### src/rtl/beam_cmp_pkg.sv
package beam_cmp_pkg;
   localparam int WORD_W = 16;
   localparam int CMP_W  = 8;

   typedef enum logic [1:0] {
      WS_IDLE = 2'd0,
      WS_POLL = 2'd1,
      WS_BLIT = 2'd2
   } wstate_t;
endpackage

### src/rtl/beam_pos_cmp.sv
module beam_pos_cmp
   import beam_cmp_pkg::*;
(
   input  logic [WORD_W-1:0] w1,
   input  logic [WORD_W-1:0] w2,
   input  logic [CMP_W-1:0]  vpos,
   input  logic [CMP_W-1:0]  hpos,
   output logic              pos_hit
);
   logic [CMP_W-1:0] v_mask, h_mask;
   logic [CMP_W-1:0] v_tgt, h_tgt, v_cur, h_cur, h_even;
   logic             unused_w2_lsb;

   assign unused_w2_lsb = w2[0];

   always_comb begin
      v_mask  = {1'b1, w2[14:8]};
      h_mask  = {w2[7:1], 1'b0};
      h_even  = hpos[0] ? '0 : hpos;
      v_tgt   = w1[15:8] & v_mask;
      h_tgt   = w1[7:0] & h_mask;
      v_cur   = vpos & v_mask;
      h_cur   = h_even & h_mask;
      pos_hit = (v_cur > v_tgt) || ((v_cur == v_tgt) && (h_cur >= h_tgt));
   end
endmodule

### src/rtl/busy_snap.sv
module busy_snap (
   input  logic clk,
   input  logic rst_n,
   input  logic fetch,
   input  logic ign_blt,
   input  logic blit_busy,
   input  logic clr,
   output logic busy_q
);
   always_ff @(posedge clk) begin
      if (!rst_n)     busy_q <= 1'b0;
      else if (fetch) busy_q <= blit_busy & ~ign_blt;
      else if (clr)   busy_q <= 1'b0;
   end
endmodule

### src/rtl/wait_seq.sv
module wait_seq
   import beam_cmp_pkg::*;
#(
   parameter bit RECHECK_EN = 1'b1
) (
   input  logic clk,
   input  logic rst_n,
   input  logic start,
   input  logic pos_hit,
   input  logic ign_blt,
   input  logic busy_q,
   input  logic blit_busy,
   output logic done,
   output logic active,
   output logic stall,
   output logic recheck_clr
);
   wstate_t st, st_nx;
   logic    done_nx, stale_busy;

   assign stale_busy = (st == WS_POLL) && pos_hit && !ign_blt && busy_q && !blit_busy;

   generate
      if (RECHECK_EN) begin : g_recheck
         assign recheck_clr = stale_busy;
      end else begin : g_direct
         assign recheck_clr = 1'b0;
      end
   endgenerate

   always_comb begin
      st_nx   = st;
      done_nx = 1'b0;
      unique case (st)
         WS_IDLE: if (start) st_nx = WS_POLL;
         WS_POLL: begin
            if (pos_hit && (ign_blt || !busy_q)) begin
               done_nx = 1'b1;
               st_nx   = WS_IDLE;
            end else if (pos_hit && !recheck_clr) begin
               st_nx = WS_BLIT;
            end
         end
         WS_BLIT: if (!blit_busy) begin
            done_nx = 1'b1;
            st_nx   = WS_IDLE;
         end
         default: st_nx = WS_IDLE;
      endcase
   end

   always_ff @(posedge clk) begin
      if (!rst_n) begin
         st   <= WS_IDLE;
         done <= 1'b0;
      end else begin
         st   <= st_nx;
         done <= done_nx;
      end
   end

   assign active = (st != WS_IDLE);
   assign stall  = (st == WS_BLIT);


   done_single_chk: assert property (@(posedge clk) disable iff (!rst_n)
      done |=> !done);

   stall_entry_chk: assert property (@(posedge clk) disable iff (!rst_n)
      $rose(stall) |-> $past(blit_busy));

   stall_exit_chk: assert property (@(posedge clk) disable iff (!rst_n)
      (stall && !blit_busy) |=> (done && !stall));

   recheck_nostall_chk: assert property (@(posedge clk) disable iff (!rst_n)
      (RECHECK_EN && stale_busy) |=> (!stall && active));
endmodule

### src/rtl/beam_cond_unit.sv
module beam_cond_unit
   import beam_cmp_pkg::*;
#(
   parameter int VPOS_W     = 8,
   parameter int HPOS_W     = 8,
   parameter bit RECHECK_EN = 1'b1
) (
   input  logic              clk,
   input  logic              rst_n,
   input  logic [15:0]       ins_w1,
   input  logic [15:0]       ins_w2,
   input  logic [VPOS_W-1:0] beam_v,
   input  logic [HPOS_W-1:0] beam_h,
   input  logic              blit_busy,
   input  logic              fetch_w2,
   input  logic              cmd_wait,
   input  logic              cmd_skip,
   input  logic              ins_taken,
   output logic              wait_done,
   output logic              wait_active,
   output logic              blt_stall,
   output logic              skip_next
);
   generate
      if (VPOS_W < CMP_W) begin : g_bad_v
         $error("VPOS_W must be at least 8");
      end
      if (HPOS_W < CMP_W) begin : g_bad_h
         $error("HPOS_W must be at least 8");
      end
   endgenerate

   logic pos_hit, busy_q, recheck_clr, qual_hit, ign_blt;

   assign ign_blt = ins_w2[15];

   beam_pos_cmp u_cmp (
      .w1      (ins_w1),
      .w2      (ins_w2),
      .vpos    (beam_v[CMP_W-1:0]),
      .hpos    (beam_h[CMP_W-1:0]),
      .pos_hit (pos_hit)
   );

   busy_snap u_snap (
      .clk       (clk),
      .rst_n     (rst_n),
      .fetch     (fetch_w2),
      .ign_blt   (ign_blt),
      .blit_busy (blit_busy),
      .clr       (recheck_clr),
      .busy_q    (busy_q)
   );

   wait_seq #(.RECHECK_EN(RECHECK_EN)) u_wait (
      .clk         (clk),
      .rst_n       (rst_n),
      .start       (cmd_wait),
      .pos_hit     (pos_hit),
      .ign_blt     (ign_blt),
      .busy_q      (busy_q),
      .blit_busy   (blit_busy),
      .done        (wait_done),
      .active      (wait_active),
      .stall       (blt_stall),
      .recheck_clr (recheck_clr)
   );

   assign qual_hit = pos_hit && (ign_blt || !busy_q);

   always_ff @(posedge clk) begin
      if (!rst_n)         skip_next <= 1'b0;
      else if (cmd_skip)  skip_next <= qual_hit;
      else if (ins_taken) skip_next <= 1'b0;
   end


   skip_load_chk: assert property (@(posedge clk) disable iff (!rst_n)
      cmd_skip |=> (skip_next == $past(qual_hit)));

   skip_nostall_chk: assert property (@(posedge clk) disable iff (!rst_n)
      (cmd_skip && !wait_active && !cmd_wait) |=> !wait_active);

   skip_clear_chk: assert property (@(posedge clk) disable iff (!rst_n)
      (ins_taken && !cmd_skip) |=> !skip_next);
endmodule

### config.mk
export PLATFORM = sky130hd
export DESIGN_NAME = beam_cond_unit
export DESIGN_NICKNAME = d
export VERILOG_FILES = /design/src/rtl/beam_cmp_pkg.sv /design/src/rtl/beam_pos_cmp.sv /design/src/rtl/busy_snap.sv /design/src/rtl/wait_seq.sv /design/src/rtl/beam_cond_unit.sv
export SDC_FILE = /design/constraint.sdc
export NUM_CORES = 1
export LEC_CHECK = 0
export ABC_CLOCK_PERIOD_IN_PS = 3700
export BUFFER_PORTS_ARGS = -buffer_cell sky130_fd_sc_hd__buf_2
export CAP_MARGIN = 20
export CORE_MARGIN = 2
export CORE_UTILIZATION = 42
export CTS_BUF_LIST = sky130_fd_sc_hd__clkbuf_4 sky130_fd_sc_hd__clkbuf_8 sky130_fd_sc_hd__clkbuf_16
export DETAILED_ROUTE_END_ITERATION = 8
export PLACE_DENSITY = 0.81
export SLEW_MARGIN = 20
export SYNTH_ARGS = -nofsm -noshare
export SYNTH_HDL_FRONTEND = slang
export SYNTH_SLANG_ARGS = --single-unit
### constraint.sdc
create_clock -name clk -period 3.7 [get_ports clk]
set_clock_uncertainty 0.05 [all_clocks]
set_input_delay 0.185 -clock clk [delete_from_list [all_inputs] [get_ports clk]]
set_output_delay 0.185 -clock clk [all_outputs]
set_load 0.03 [all_outputs]
==> run metrics <==
result of the run finished, final reports clean; PortBufs between 50 and 60; Synth Area per Inst 7.18 sq um; number of slew-limit violations in the final report 0; Fmax 611 MHz; CP Data Required Time 3.79 ns; Slew HR between 80% and 90%; number of warnings printed during yosys synthesis 0; overall routing resource usage between 15 and 20%; crit path max fanout 5; length of the first detailed-routing pass in iterations 4; Vias between 900 and 1000; sequential fraction of design power 24.7%; crit share post-route between 40% and 50%; average routed wire per standard cell about 9.3 um; die boundary width roughly 47 um; DRT Wirelength 1790 um; weighted congestion reported at the end of routability-driven placement about 0.73; cts repair resizes 0; Internal Pwr Total about 160 uW; count of antenna-violating nets left after detailed routing 0; Chip Height 46.8 um; most frequent standard cell in the layout excluding fill and tap cells sky130_fd_sc_hd__buf_2; NetSw ~86 uW; data arrival time of the worst path between 1.5 and 2 ns; die area around 0.0022 sq mm; root cell of the clock tree sky130_fd_sc_hd__clkbuf_4; peak supply drop between 0.2 and 0.25 mV; maximum number of pins on one net before global-route repair 8; Area contributors post-synth sky130_fd_sc_hd__ha_1 (29%), sky130_fd_sc_hd__dfxtp_1 (13%), sky130_fd_sc_hd__nand2_1 (12%); area taken by multi-input logic gates 638 sq um; highest-count cells in the layout ignoring fill and taps sky130_fd_sc_hd__buf_2 (56), sky130_fd_sc_hd__nand2_1 (24), sky130_fd_sc_hd__ha_1 (18), sky130_fd_sc_hd__nor2_1 (10); worst setup path category in2reg; mapped cell area between 700 and 800 sq um; count of pins on the block boundary 59; min-delay worst type in2reg; CTS max path bufs 2; share of synthesized area occupied by flip-flops and latches between 10% and 20%; crit end category register; CTS buffer count 3; P&R area growth vs syn 44.5%; RSZ-0062 raised after global routing false; Worst setup SP type input port; final number of hold-violating endpoints 0; row count 15; P per Cell Area between 200 and 250 mW/mm^2; level count of the clock H-tree 1; Post-layout nets about 240; first-pass GRT wire length between 2000 and 3000 um; clock tree from TritonCTS yes; endpoints failing setup 0; Worst Tran Pin Value roughly 0.20 ns; Net Count, Synth 180; later-pin clock latency in the skew report 0.24 ns; cell taking the most area after synthesis sky130_fd_sc_hd__ha_1; number of unique standard cell types used by synthesis 26; total of flip-flops plus latches after synthesis 5; Syn Inst Count ~110; clock tree sinks 5; HPWL reported at the end of detailed placement around 1600 um; Clk pwr share around 28%; fin crit period 1.64 ns; initial cell density of the core between 40% and 50%; max-cap violations 0; number of global-route vias before repair around 800; layout cell share with drive strength beyond 1 38.3%; leakage dissipation about 0.00061 uW; postcts setup bufs 0; sequential cell area between 100 and 150 sq um; area share of the largest cell type after synthesis 29.3%; Post-Route Utilization 64.3%; area inside the core boundary between 0.0015 and 0.002 sq mm; number of hold buffers added after cts 0; DRC violations left 0; fillcell total about 170; Clock transition at path regs about 0.040 ns; number of DRC violations after detailed-routing iteration 0 8; total negative slack 0 ns; slack of the worst reg-to-reg path 2.16 ns; antenna diode count 0; Vias/cell 4.83; sum of overflow across all layers after global routing 0; combinational cell fraction of total power approximately 47%; initial antenna violation count 0; fraction of power spent switching nets about a third
-- cells in the mapped netlist --
master	number
sky130_fd_sc_hd__dfxtp_1	5
sky130_fd_sc_hd__and2_1	8
sky130_fd_sc_hd__nand3b_1	2
sky130_fd_sc_hd__o211ai_2	1
sky130_fd_sc_hd__o22a_2	1
sky130_fd_sc_hd__nand2_1	24
sky130_fd_sc_hd__or2_2	1
sky130_fd_sc_hd__nand2b_1	3
sky130_fd_sc_hd__mux2i_1	1
sky130_fd_sc_hd__nand4b_1	1
sky130_fd_sc_hd__nor2b_1	1
sky130_fd_sc_hd__inv_1	8
sky130_fd_sc_hd__nor2_1	10
sky130_fd_sc_hd__a21o_1	1
sky130_fd_sc_hd__nand4_1	2
sky130_fd_sc_hd__o211ai_1	1
sky130_fd_sc_hd__a32oi_1	2
sky130_fd_sc_hd__nand3_1	2
sky130_fd_sc_hd__nand3_2	1
sky130_fd_sc_hd__ha_1	18
sky130_fd_sc_hd__a21oi_1	8
sky130_fd_sc_hd__a211oi_1	1
sky130_fd_sc_hd__and3b_1	1
sky130_fd_sc_hd__a32o_1	1
sky130_fd_sc_hd__o21ai_0	2
sky130_fd_sc_hd__a31oi_1	1
-- cells by family (layout without fill, tap and decap cells) --
| kind of cell | count (synthesis) | after routing | synth area share [%] |
|---|---|---|---|
| AO/OA/AOI/OAI | 19 | 19 | 16.8 |
| multiplexers | 1 | 1 | 1.30 |
| adder cells (fa/ha/maj) | 18 | 18 | 29.3 |
| flip-flops | 5 | 5 | 13.0 |
| buffers and inverters | 8 | 68 | 3.91 |
| AND/OR/NAND/NOR | 56 | 56 | 35.7 |
-- state kept, by name, indices dropped and copies added, names as in the netlist --
signal and flops:
u_wait.st 2, skip_next 1, u_snap.busy_q 1, u_wait.done 1
-- worst max-delay path, stage by stage --
cell,delay (ns)
sky130_fd_sc_hd__buf_2,0.09
sky130_fd_sc_hd__and2_1,0.15
sky130_fd_sc_hd__ha_1,0.32
sky130_fd_sc_hd__nand3_2,0.09
sky130_fd_sc_hd__a21o_1,0.16
sky130_fd_sc_hd__a31oi_1,0.13
sky130_fd_sc_hd__o22a_2,0.23
sky130_fd_sc_hd__o211ai_2,0.10
sky130_fd_sc_hd__a32o_1,0.27
-- layer usage --
metal  share of wire (%)  global-route usage (%)  vias to the layer above
met3                 7.2                    2.31                        4
li1                    -                       -                      495
met1                  39                    17.0                      397
met2                  51                    33.7                       31
met5                   0                       0                        -
met4                 2.1                    7.78                        0
-- worst paths after layout --
path / start / end / cells after the start
max reg2reg: u_wait.st[1] / u_wait.st[1] / 8
min reg2reg: u_wait.st[0] / u_wait.st[0] / 2
max: beam_v[3] / u_wait.st[1] / 9
min: rst_n / u_snap.busy_q / 3
-- power groups by stage --
stage	combinational, uW	clock, uW	sequential, uW
global placement	115	0	62.4
global route	134	76.7	62.4
finish	118	70.6	61.8
floorplan	71.2	0	64.6
detailed placement	119	0	62.9
CTS	120	74.1	61.9
-- cell type report --
type,instances,area share [%]
flip-flops and latches,5,9.02
clock buffers,4,2.71
inverters,8,2.71
repair buffers,56,25.3
well taps,25,2.82
multi-input cells,94,57.5
-- stage by stage --
step	worst slack, ns	total power, uW	hold WS (ns)	cells	area (sq um)
after floorplan	2.01	136	0.251	107	768
after global placement	1.84	177	0.416	188	1080
after detailed placement	1.81	182	0.438	188	1080
after CTS	2.07	256	0.180	192	1110
after global routing	1.95	273	0.191	192	1110
final	2.06	251	0.184	192	1110
(Power assumes the default switching activity.)
